<file path="src/rtl/clkpre_pkg.sv">
package clkpre_pkg;
    localparam int DIV_W = 3;
    localparam int REG_W = 16;
    localparam int NUM_CH = 2;
    localparam logic [DIV_W-1:0] FAST_RST = 3'd1;
    localparam logic [DIV_W-1:0] SLOW_RST = 3'd2;

    typedef struct packed {
        logic [DIV_W-1:0] cur;
        logic [DIV_W-1:0] cnt;
        logic             phase;
        logic             tog;
        logic             en;
    } chan_state_t;

    function automatic logic [REG_W-1:0] widen(input logic [DIV_W-1:0] f);
        return {{(REG_W-DIV_W){1'b0}}, f};
    endfunction

    function automatic logic [DIV_W-1:0] reset_code(input int ch);
        return (ch == 0) ? FAST_RST : SLOW_RST;
    endfunction
endpackage

</file>
<file path="src/rtl/clkpre_regs.sv">
module clkpre_regs
    import clkpre_pkg::*;
(
    input  logic                   clk,
    input  logic                   rst,
    input  logic                   unlock,
    input  logic                   we,
    input  logic                   sel,
    input  logic [REG_W-1:0]       wdata,
    output logic [REG_W-1:0]       rdata,
    output logic [NUM_CH*DIV_W-1:0] codes
);
    logic [DIV_W-1:0] code_q [NUM_CH];

    for (genvar g = 0; g < NUM_CH; g++) begin : g_word
        always_ff @(posedge clk) begin
            if (rst)
                code_q[g] <= reset_code(g);
            else if (we && unlock && (int'(sel) == g))
                code_q[g] <= wdata[DIV_W-1:0];
        end
        assign codes[g*DIV_W +: DIV_W] = code_q[g];

        // a locked write leaves the word alone
        assert_locked_hold_R3: assert property (@(posedge clk) disable iff (rst)
            (we && !unlock) |=> $stable(code_q[g]));
    end

    assign rdata = widen(code_q[sel]);

    // reserved bits of the read path stay zero
    always_comb begin
        if (!rst) assert_reserved_zero_R2: assert (rdata[REG_W-1:DIV_W] == '0);
    end
endmodule

</file>
<file path="src/rtl/clkpre_channel.sv">
module clkpre_channel
    import clkpre_pkg::*;
#(
    parameter logic [DIV_W-1:0] RST_CODE = 3'd1
) (
    input  logic             clk,
    input  logic             rst,
    input  logic [DIV_W-1:0] code,
    output logic             en,
    output logic             tog
);
    chan_state_t st;
    logic        bypass;
    logic        tc;

    assign bypass = (st.cur == '0);
    assign tc     = (st.cnt == st.cur - 1'b1);

    always_ff @(posedge clk) begin
        if (rst) begin
            st.cur   <= RST_CODE;
            st.cnt   <= '0;
            st.phase <= 1'b0;
            st.tog   <= 1'b0;
            st.en    <= 1'b0;
        end else if (bypass) begin
            st.cur   <= code;
            st.cnt   <= '0;
            st.phase <= 1'b0;
            st.tog   <= 1'b1;
            st.en    <= 1'b1;
        end else if (tc) begin
            st.cnt   <= '0;
            st.tog   <= ~st.tog;
            st.phase <= ~st.phase;
            st.en    <= st.phase;
            if (st.phase) st.cur <= code;
        end else begin
            st.cnt   <= st.cnt + 1'b1;
            st.en    <= 1'b0;
        end
    end

    assign en  = st.en;
    assign tog = st.tog;

    // the count stays below the active code while dividing
    assert_cnt_range_R5: assert property (@(posedge clk) disable iff (rst)
        !bypass |-> (st.cnt < st.cur));
    // a pulse in divide mode lasts one cycle
    assert_pulse_single_R5: assert property (@(posedge clk) disable iff (rst)
        (en && !bypass) |=> !en);
    // bypass drives a steady enable and a high level
    assert_bypass_high_R7: assert property (@(posedge clk) disable iff (rst)
        bypass |=> (en && tog));
    // the level holds between terminal counts
    assert_tog_hold_R6: assert property (@(posedge clk) disable iff (rst)
        (!bypass && !tc) |=> $stable(tog));
endmodule

</file>
<file path="src/rtl/clk_prescaler_dual.sv">
module clk_prescaler_dual
    import clkpre_pkg::*;
(
    input  logic             clk,
    input  logic             rst,
    input  logic             unlock,
    input  logic             we,
    input  logic             sel,
    input  logic [REG_W-1:0] wdata,
    output logic [REG_W-1:0] rdata,
    output logic             fast_en,
    output logic             fast_tog,
    output logic             slow_en,
    output logic             slow_tog
);
    logic [NUM_CH*DIV_W-1:0] codes;
    logic [NUM_CH-1:0]       en_v;
    logic [NUM_CH-1:0]       tog_v;

    clkpre_regs u_regs (
        .clk    (clk),
        .rst    (rst),
        .unlock (unlock),
        .we     (we),
        .sel    (sel),
        .wdata  (wdata),
        .rdata  (rdata),
        .codes  (codes)
    );

    for (genvar g = 0; g < NUM_CH; g++) begin : g_ch
        clkpre_channel #(.RST_CODE(reset_code(g))) u_ch (
            .clk  (clk),
            .rst  (rst),
            .code (codes[g*DIV_W +: DIV_W]),
            .en   (en_v[g]),
            .tog  (tog_v[g])
        );
    end

    assign fast_en  = en_v[0];
    assign fast_tog = tog_v[0];
    assign slow_en  = en_v[1];
    assign slow_tog = tog_v[1];
endmodule

</file>
<file path="config.mk">
export PLATFORM = sky130hd
export DESIGN_NAME = clk_prescaler_dual
export DESIGN_NICKNAME = d
export VERILOG_FILES = /design/src/rtl/clkpre_pkg.sv /design/src/rtl/clkpre_regs.sv /design/src/rtl/clkpre_channel.sv /design/src/rtl/clk_prescaler_dual.sv
export SDC_FILE = /design/constraint.sdc
export NUM_CORES = 1
export LEC_CHECK = 0
export BUFFER_PORTS_ARGS = -buffer_cell sky130_fd_sc_hd__buf_2
export CELL_PAD_IN_SITES_DETAIL_PLACEMENT = 0
export CELL_PAD_IN_SITES_GLOBAL_PLACEMENT = 1
export CORE_MARGIN = 10
export CORE_UTILIZATION = 40
export DETAILED_ROUTE_END_ITERATION = 8
export PLACE_DENSITY_LB_ADDON = 0.1
export SYNTH_ARGS = -nofsm -noshare
export SYNTH_HDL_FRONTEND = slang
export SYNTH_SLANG_ARGS = --single-unit
</file>
<file path="constraint.sdc">
create_clock -name clk -period 3.3 [get_ports clk]
set_input_delay 0.165 -clock clk [delete_from_list [all_inputs] [get_ports clk]]
set_output_delay 0.165 -clock clk [all_outputs]
set_load 0.05 [all_outputs]
</file>
# Word level (Yosys, flattened, before mapping)
# Memory sizes are Yosys's and may differ from the RTL's.
# Cells that the tools add are included.
# W data, S select, Z words.
dict set report word_totals {
  ff_bits 18
  ram_bits 6
  elab_cells 61
  memories 1
  out_inout_bits 20
}
# memory words word_bits read_ports rd_clocked_by_memory_dff write_ports line_no
set memory_table {}
lappend memory_table {u_regs.code_q 2 3 3 0 2 clkpre_regs.sv:13} ;# logic [DIV_W-1:0] code_q [NUM_CH];
dict set report classes {
  reduce_logical 15
  eq_ne 2
  muxes 22
  addsub 4
  bitwise 7
}
# cell count
set ops {}
lappend ops {{$mux W3} 8}
lappend ops {{$mux W9} 2}
lappend ops {{$mux W1} 10}
lappend ops {{$reduce_bool A2 Y1} 4}
lappend ops {{$add A3 B1 Y3 const B} 2}
lappend ops {{$eq A3 B3 Y1} 2}
lappend ops {{$logic_not A3 Y1} 2}
lappend ops {{$reduce_or A3 Y1} 2}
lappend ops {{$sub A3 B1 Y3 const B} 2}
lappend ops {{$not A1 Y1} 5}
lappend ops {{$mux W2} 2}
lappend ops {{$reduce_and A2 Y1} 2}
lappend ops {{$reduce_or A2 Y1} 2}
lappend ops {{$logic_and A1 B1 Y1} 3}
lappend ops {{$or A1 B1 Y1} 2}

# Logic depth before layout (Yosys ltp)
# Gate-level depths: netlist of the first run.
dict set report depth {
  depth_word 6
  ltp_mapped 6
}

# Modules after synthesis
# Synthesis of the first run repeated with hierarchy kept, for this count alone.
dict set report hier_totals {
  cells_unflattened 125
  hier_area_um2 1271.2
}
# mod instances area_per_inst_um2 cells_per_inst
set by_module_without_submodules {}
lappend by_module_without_submodules {clkpre_channel 2 436.7 44}
lappend by_module_without_submodules {clkpre_regs 1 397.9 37}

# Least setup slack after synthesis of the first run
# Ideal clock, no wire load.
dict set report synth_path {
  path_kind {reg2reg}
  from {register g_ch[1].u_ch.st[6] in the netlist's numbering}
  to {register g_ch[1].u_ch.st[2] in the netlist's numbering}
  setup_ns 0.070
  path_buffers 0
  stages_incl_launch_ff 7
  t_required_ns 3.230
  synth_period_minus_slack_ns 1.751
  slack_ns 1.549
  arrival_ns 1.681
  path_cell_list {dfxtp_1 > inv_1 > ha_1 > ha_1 > xnor2_1 > or4_1 > a21oi_1}
}
dict set report synth_via {
  elab_chain_len 2
  word_cells_on_any_way 4
}
# element line_no
set synth_rtl {}
lappend synth_rtl {{start, declared} clkpre_channel.sv:12} ;# chan_state_t st;
lappend synth_rtl {{$sub A3 B1 Y3 / $logic_not A3 Y1 (equally long branches)} {clkpre_channel.sv:17, clkpre_channel.sv:16}}
lappend synth_rtl {{$eq A3 B3 Y1 / $reduce_or A2 Y1 (equally long branches)} n/a}
# Several ways; a longest one is shown, not always the timed one.
# A chain may end at the register's enable or synchronous reset.

# Final worst setup path of the first run
dict set report layout_path {
  from {register g_ch[0].u_ch.st[6] in the netlist's numbering}
  to {register g_ch[0].u_ch.st[8] in the netlist's numbering}
}
dict set report layout_via {
  elab_chain_len 4
  word_cells_on_any_way 7
}
# element line_no
set layout_rtl {}
lappend layout_rtl {{start, declared} clkpre_channel.sv:12}
lappend layout_rtl {{$sub A3 B1 Y3} clkpre_channel.sv:17} ;# assign tc = (st.cnt == st.cur - 1'b1);
lappend layout_rtl {{$eq A3 B3 Y1} clkpre_channel.sv:17}
lappend layout_rtl {{$reduce_bool A2 Y1 (no source line)} n/a}
lappend layout_rtl {{$reduce_and A2 Y1 (no source line)} n/a}
# Several ways; a longest one is shown, not always the timed one.

==> parameters.txt, run 1 <==
Parameter                              Value

Outcome
  Result of the run    finished clean

Drt
  Routed length on met2    928 µm
  WL final    2.18 mm
  DRC viols    0
  Number of vias after detailed routing    847
  Top Layer Used    met4
  Met1 wire length    1.01 mm
  Post-DR vias/cell    4.65
  Drt initial violations    31
  Wire length on met3    200 µm
  Router iterations before antenna repair    4
  DRT antenna net count    0
  Wire per inst    12.0 µm

STA
  Final critical-path required period    1910 ps
  Post-route clock skew    2.73 ps
  Final setup violating endpoints    0
  Final-layout setup total negative slack    0 ps
  Unrepaired setup endpoints after global routing    no
  Relative slew slack    64.3%
  Max-slew violations    0
  Post-route clock period utilization    57.9%
  Slew of the pin with the lowest slew margin    529 ps
  Final count of hold timing violations    0
  Highest clock frequency the design can meet    0.523 GHz
  Worst hold margin    131 ps

Floorplanning
  Std cell rows    20
  Total core area    0.00305 mm²
  Die X    76.5 µm
  Starting Density    41.8%
  Height of the die    76.5 µm
  # IOs    41
  DIE AREA    0.00585 mm²

Setup path
  Critical path capture point type    flip-flop
  CP max stage cell    sky130_fd_sc_hd__a41oi_1
  Sequence of cells on the critical path    inv_1, ha_1, ha_1, xor2_1, a41oi_1, mux2i_1
  Highest cell delay on the worst timing path    460 ps
  CP dominant cell by count    sky130_fd_sc_hd__ha_1
  Type of origin of the critical path    flip-flop
  Worst Path Buf+Inv    1
  Endpoint required time on the critical path    3560 ps
  Worst setup path class    flip-flop to flip-flop
  Cell class contributing the biggest share of worst-path delay    adder cells
  CP Max Fanout    4
  Worst EP arrival    2170 ps

Global route
  Wire length of the first global-routing pass    3.68 mm
  GRT Residual Overflow    0
  Number of antenna violations at the first check in global routing    0
  Maximum number of pins on one net before global-route repair    22
  Total GRT Usage    7.55%
  Vias in the first global route    832

Yosys
  Warning count from the yosys run    0
  Synth Flop Type    sky130_fd_sc_hd__dfxtp_1
  Fraction of registers with async set/reset    0%
  Cells after Synth    124
  EDFF count, synth    6
  Mapped Avg Cell Area    10.3 µm²
  Post-synth design cell area    0.00127 mm²
  Number of synthesized register bits    24
  Cell variety after synth    29
  Sequential element share of the synthesized area    42.4%

Clocking
  Number of buffers inserted to repair setup after CTS    0
  CTS buffer count    3
  Total number of clock tree sinks    24
  Post-CTS clock slew at the launch and capture registers of the worst setup and hold paths    130 ps
  Clock latency reported for the late side of the worst-skew pair    320 ps
  Max Buffers Root-to-Sink    2
  Clock tree root driver cell    sky130_fd_sc_hd__clkbuf_4
  Total number of H-tree levels    1
  TritonCTS clock tree    built
  Cts-stage hold buffer count    0
  Resize count post-CTS    0

Pwr
  Peak supply drop    253 µV
  Power density over cell area    854 mW/mm²
  Static leakage power    0.605 nW

Placement
  IO Port Bufs    14
  Half-perimeter wire length after placement    1.79 mm
  Placer Congestion    0.807

Finish
  Number of diodes    0
  Sequential cell area    541 µm²
  Proportion of layout cells with a drive suffix above 1    17.4%
  Multi-input gate area in the final layout    648 µm²
  Count of fill cells added during filler insertion    317
  Final-stage net count    166
  Area growth from synthesis to final layout    7.65%

Hold path
  Path class of the lowest-slack min-delay path    primary input to flip-flop

Flow run
  Number of maximum-capacitance violations    0
-- sequential cells by signal, summed over array words and instances, names as in the netlist --
signal / count
g_ch.u_ch.tog: 2
u_regs.code_q: 6
g_ch.u_ch.st: 14
g_ch.u_ch.en: 2
-- layout make-up --
| class | count | area share, % |
|---|---|---|
| sequential | 24 | 39.4 |
| multi-input combinational | 90 | 47.2 |
| inverter | 6 | 1.64 |
| clock buffer | 4 | 2.64 |
| tap | 44 | 4.01 |
| timing repair buffer | 14 | 5.10 |
-- per-layer routing --
layer | vias up | global-route usage, %
met1 | 380 | 8.54
met4 | 0 | 3.35
met2 | 27 | 11.4
met5 | - | 0
li1 | 435 | -
met3 | 5 | 4.13
-- stage by stage --
step | instance area (µm²) | utilization, % | instances | setup slack, ps | power [mW]
finish | 1370 | 45.0 | 182 | 1390 | 1.17
global placement | 1340 | 43.8 | 178 | 1380 | 1.02
global route | 1370 | 45.0 | 182 | 1210 | 1.27
detailed placement | 1340 | 43.8 | 178 | 1370 | 1.03
CTS | 1370 | 45.0 | 182 | 1340 | 1.19
floorplan | 1320 | - | 136 | 1550 | 0.938
-- power breakdown --
part / internal [mW] / total [mW] / switching (mW)
Combinational: 0.224 / 0.570 / 0.346
Clock: 0.0675 / 0.158 / 0.0902
Sequential: 0.382 / 0.444 / 0.0620
-- kinds of logic (layout without fill, tap and decap cells) --
kind of cell / count (synthesis) / after routing / synth area share (%)
other: 1 / 13 / 0.294
flip-flops: 24 / 24 / 42.4
buffers and inverters: 22 / 24 / 10.3
AND/OR/NAND/NOR: 36 / 36 / 17.0
AO/OA/AOI/OAI: 12 / 12 / 7.16
multiplexers: 9 / 9 / 7.36
adder cells (fa/ha/maj): 6 / 6 / 5.89
XOR/XNOR: 14 / 14 / 9.62
-- Yosys cell counts (all sizes together) (3+ instances only) --
cell,number,share of area (%)
mux2,3,2.6
mux2i,6,4.7
ha,6,5.9
xnor2,8,5.5
inv,6,1.8
edfxtp,6,14
nor3,6,2.4
dfxtp,18,28
nand2b,8,3.9
clkbuf,3,0.88
nor2,6,1.8
buf,13,7.7
nor2b,4,2.0
xor2,6,4.1
-- layout by cell type (no fill, tap or decap), types with 3 or more instances in the layout --
| master | synthesis | final |
|---|---|---|
| sky130_fd_sc_hd__nor2b_1 | 4 | 4 |
| sky130_fd_sc_hd__dfxtp_1 | 18 | 18 |
| sky130_fd_sc_hd__clkbuf_4 | 0 | 3 |
| sky130_fd_sc_hd__xor2_1 | 6 | 6 |
| sky130_fd_sc_hd__xnor2_1 | 8 | 8 |
| sky130_fd_sc_hd__nand2b_1 | 8 | 8 |
| sky130_fd_sc_hd__edfxtp_1 | 6 | 6 |
| sky130_fd_sc_hd__nor2_1 | 6 | 6 |
| sky130_fd_sc_hd__buf_2 | 0 | 14 |
| sky130_fd_sc_hd__ha_1 | 6 | 6 |
| sky130_fd_sc_hd__nor3_1 | 6 | 6 |
| sky130_fd_sc_hd__inv_1 | 6 | 6 |
| sky130_fd_sc_hd__mux2i_1 | 6 | 6 |
| sky130_fd_sc_hd__conb_1 | 1 | 13 |
| sky130_fd_sc_hd__mux2_2 | 3 | 3 |
-- final timing paths --
check                           cells after the start                from  slack (ps)                  end
worst max-delay path                                6  g_ch[0].u_ch.st[6]        1390   g_ch[0].u_ch.st[8]
worst min-delay path                                2            wdata[1]         130  u_regs.code_q[1][1]
worst max register to register                      6  g_ch[0].u_ch.st[6]        1390   g_ch[0].u_ch.st[8]
worst min register to register                      2  g_ch[1].u_ch.st[8]         490   g_ch[1].u_ch.st[8]
No activity file was read; power rests on OpenSTA's default activity.
==> run 2, diff against run 1 <==
--- a/config.mk
+++ b/config.mk
@@ -9,7 +9,7 @@
 export CELL_PAD_IN_SITES_DETAIL_PLACEMENT = 0
 export CELL_PAD_IN_SITES_GLOBAL_PLACEMENT = 1
 export CORE_MARGIN = 10
-export CORE_UTILIZATION = 40
+export CORE_UTILIZATION = 37
 export DETAILED_ROUTE_END_ITERATION = 8
 export PLACE_DENSITY_LB_ADDON = 0.1
 export SYNTH_ARGS = -nofsm -noshare
==> constraint.sdc (replaced) <==
create_clock -name clk -period 2 [get_ports clk]
set_input_delay 0.1 -clock clk [delete_from_list [all_inputs] [get_ports clk]]
set_output_delay 0.1 -clock clk [all_outputs]
set_load 0.05 [all_outputs]
==> run 2 against run 1 <==
Effect of this change: worst hold slack lost 66 ps; fmax grew 4.6%; first-iteration DRC count shrank 71%; critical endpoint is now g_ch[0].u_ch.st[2]; largest power group unchanged; highest routed layer is now met3; design area grew 1.8%; critical path depth is the same; utilization shrank 3.1 points; global-route usage shrank 0.48 points; routed wire length grew 2.2%.
==> parameters.txt, run 2 (same netlist as run 1, synthesis figures left out) <==
Parameter                              Value

Drt
  Wire per inst    11.9 µm
  WL final    2.23 mm
  Post-DR vias/cell    4.52
  DRT antenna net count    0
  Number of vias after detailed routing    850
  DRC viols    0
  Drt initial violations    9
  Router iterations before antenna repair    4

Finish
  Area growth from synthesis to final layout    9.62%
  Largest regs    g_ch.u_ch.st: 14 flops, u_regs.code_q: 6 flops
  Most common library cell in the layout ignoring fill and taps    sky130_fd_sc_hd__dfxtp_1
  Largest register FFs    14
  Sequential cell area    543 µm²
  Proportion of layout cells with a drive suffix above 1    20.4%
  Number of diodes    0
  Register with the most flip-flops    g_ch.u_ch.st
  Most used cells in the layout excluding fill and tap cells    sky130_fd_sc_hd__dfxtp_1 (16), sky130_fd_sc_hd__buf_2 (14), sky130_fd_sc_hd__conb_1 (13), sky130_fd_sc_hd__nand2b_1 (8), sky130_fd_sc_hd__xnor2_1 (8)
  Count of fill cells added during filler insertion    354
  Final-stage net count    170
  Finished layout cell area    0.00140 mm²
  Multi-input gate area in the final layout    648 µm²

Floorplanning
  DIE AREA    0.00619 mm²
  Total core area    0.00334 mm²
  Height of the die    78.7 µm
  Die X    78.7 µm
  Std cell rows    21
  Starting Density    38.2%
  # IOs    41

Hold path
  Worst hold start    wdata[0]
  Path class of the lowest-slack min-delay path    primary input to flip-flop
  Endpoint of the worst hold-timing path    u_regs.code_q[0][0]
  Hold depth    2

Global route
  Total GRT Usage    7.07%
  Maximum number of pins on one net before global-route repair    22
  Vias in the first global route    930
  GRT Residual Overflow    0
  Wire length of the first global-routing pass    3.71 mm
  Number of antenna violations at the first check in global routing    0

STA
  Unrepaired setup endpoints after global routing    no
  Post-route clock period utilization    91.4%
  Final-layout setup total negative slack    0 ps
  Max-slew violations    0
  Final critical-path required period    1830 ps
  Final setup violating endpoints    0
  Final count of hold timing violations    0
  Highest clock frequency the design can meet    0.547 GHz
  Post-route clock skew    4.00 ps

Clocking
  Clock latency reported for the late side of the worst-skew pair    310 ps
  Cts-stage hold buffer count    0
  Total number of clock tree sinks    24
  Clock tree root driver cell    sky130_fd_sc_hd__clkbuf_4
  Max Buffers Root-to-Sink    2
  Total number of H-tree levels    1
  Post-CTS clock slew at the launch and capture registers of the worst setup and hold paths    130 ps
  CTS buffer count    3
  TritonCTS clock tree    built

Setup path
  Endpoint required time on the critical path    2250 ps
  CP Max Fanout    4
  Type of origin of the critical path    flip-flop
  Register-to-register path setup slack    170 ps
  R2R Path End    g_ch[0].u_ch.st[2]
  Critical path capture point type    flip-flop
  Launching point of the worst reg2reg path    g_ch[0].u_ch.st[6]
  Worst setup path class    flip-flop to flip-flop
  Worst EP arrival    2070 ps
  R2R depth    6

Pwr
  Total internal power    1.17 mW
  Static leakage power    0.617 nW
  Fraction of power consumed by sequential logic    36.3%
  Clock share of power    10.8%
  Power density over cell area    1440 mW/mm²
  Switching Fraction    41.9%
  Peak supply drop    449 µV
  Combinational power share    52.9%
  Switching Power    0.846 mW

Placement
  IO Port Bufs    14
  Placer Congestion    0.742
  Half-perimeter wire length after placement    1.78 mm
  Placed instance area    0.00137 mm²

Outcome
  Result of the run    finished clean

Flow run
  Number of maximum-capacitance violations    0
## run 2: cell count changes in the layout (fill, tap and decap cells not counted)
cell / change
sky130_fd_sc_hd__buf_4: +4
sky130_fd_sc_hd__clkbuf_1: +1
sky130_fd_sc_hd__clkbuf_8: -1
sky130_fd_sc_hd__dfxtp_2: +2
sky130_fd_sc_hd__dfxtp_1: -2
## run 2: how the worst max path moves through the flow
| stage | from | to | slack [ps] | cells past startpoint |
|---|---|---|---|---|
| 2_1_floorplan | g_ch[1].u_ch.st[6] | g_ch[1].u_ch.st[2] | 250 | 6 |
| 3_3_place_gp | g_ch[0].u_ch.st[6] | g_ch[0].u_ch.st[2] | 190 | 6 |
| 3_5_place_dp | g_ch[0].u_ch.st[6] | g_ch[0].u_ch.st[2] | 130 | 6 |
| 4_1_cts | g_ch[0].u_ch.st[6] | g_ch[0].u_ch.st[2] | 110 | 6 |
| 5_1_grt | g_ch[0].u_ch.st[6] | g_ch[0].u_ch.st[2] | 50 | 6 |
| 6_report | g_ch[0].u_ch.st[6] | g_ch[0].u_ch.st[2] | 170 | 6 |
## run 2: metal layers
metal / GRT usage [%] / wire, µm / vias to the layer above
met3: 2.03 / 117 / 0
met1: 8.62 / 1120 / 386
met5: 0 / 0 / -
met2: 11.0 / 995 / 22
met4: 3.76 / 0 / 0
li1: - / - / 442
## run 2: worst max-delay path: stages (launching register included)
cell and delay, ps:
sky130_fd_sc_hd__dfxtp_2 380, sky130_fd_sc_hd__inv_1 50, sky130_fd_sc_hd__ha_1 190, sky130_fd_sc_hd__ha_1 320, sky130_fd_sc_hd__xnor2_1 160, sky130_fd_sc_hd__or4_1 510
sky130_fd_sc_hd__a21oi_1 160
## run 2: cell type report
type / instances / share of cell area [%]
sequential: 24 / 38.9
timing repair buffer: 18 / 7.16
inverter: 6 / 1.61
multi-input combinational: 90 / 46.4
tap: 46 / 4.12
clock buffer: 4 / 1.88
## run 2: repair_timing
item                       CTS  global route
setup endpoints to repair    0             2
buffers inserted             0             0
gates resized for setup      0             2
## run 2: power groups by stage
stage               Combinational [mW]  Sequential [mW]  Clock, mW
global route                      1.18            0.749      0.249
detailed placement                1.08            0.745          0
floorplan                        0.709            0.839          0
global placement                  1.05            0.742          0
CTS                               1.08            0.734      0.233
finish                            1.07            0.732      0.218
## run 2: stage by stage
step | std cells | setup WS [ps] | power (mW) | hold slack, ps | utilization [%]
finish | 188 | 172 | 2.02 | 64.8 | 41.9
global route | 188 | 53.9 | 2.18 | 62.9 | 41.9
CTS | 188 | 107 | 2.05 | 54.6 | 41.8
detailed placement | 184 | 132 | 1.82 | 391 | 41.0
global placement | 184 | 186 | 1.79 | 390 | 41.0
floorplan | 136 | 249 | 1.55 | 273 | -
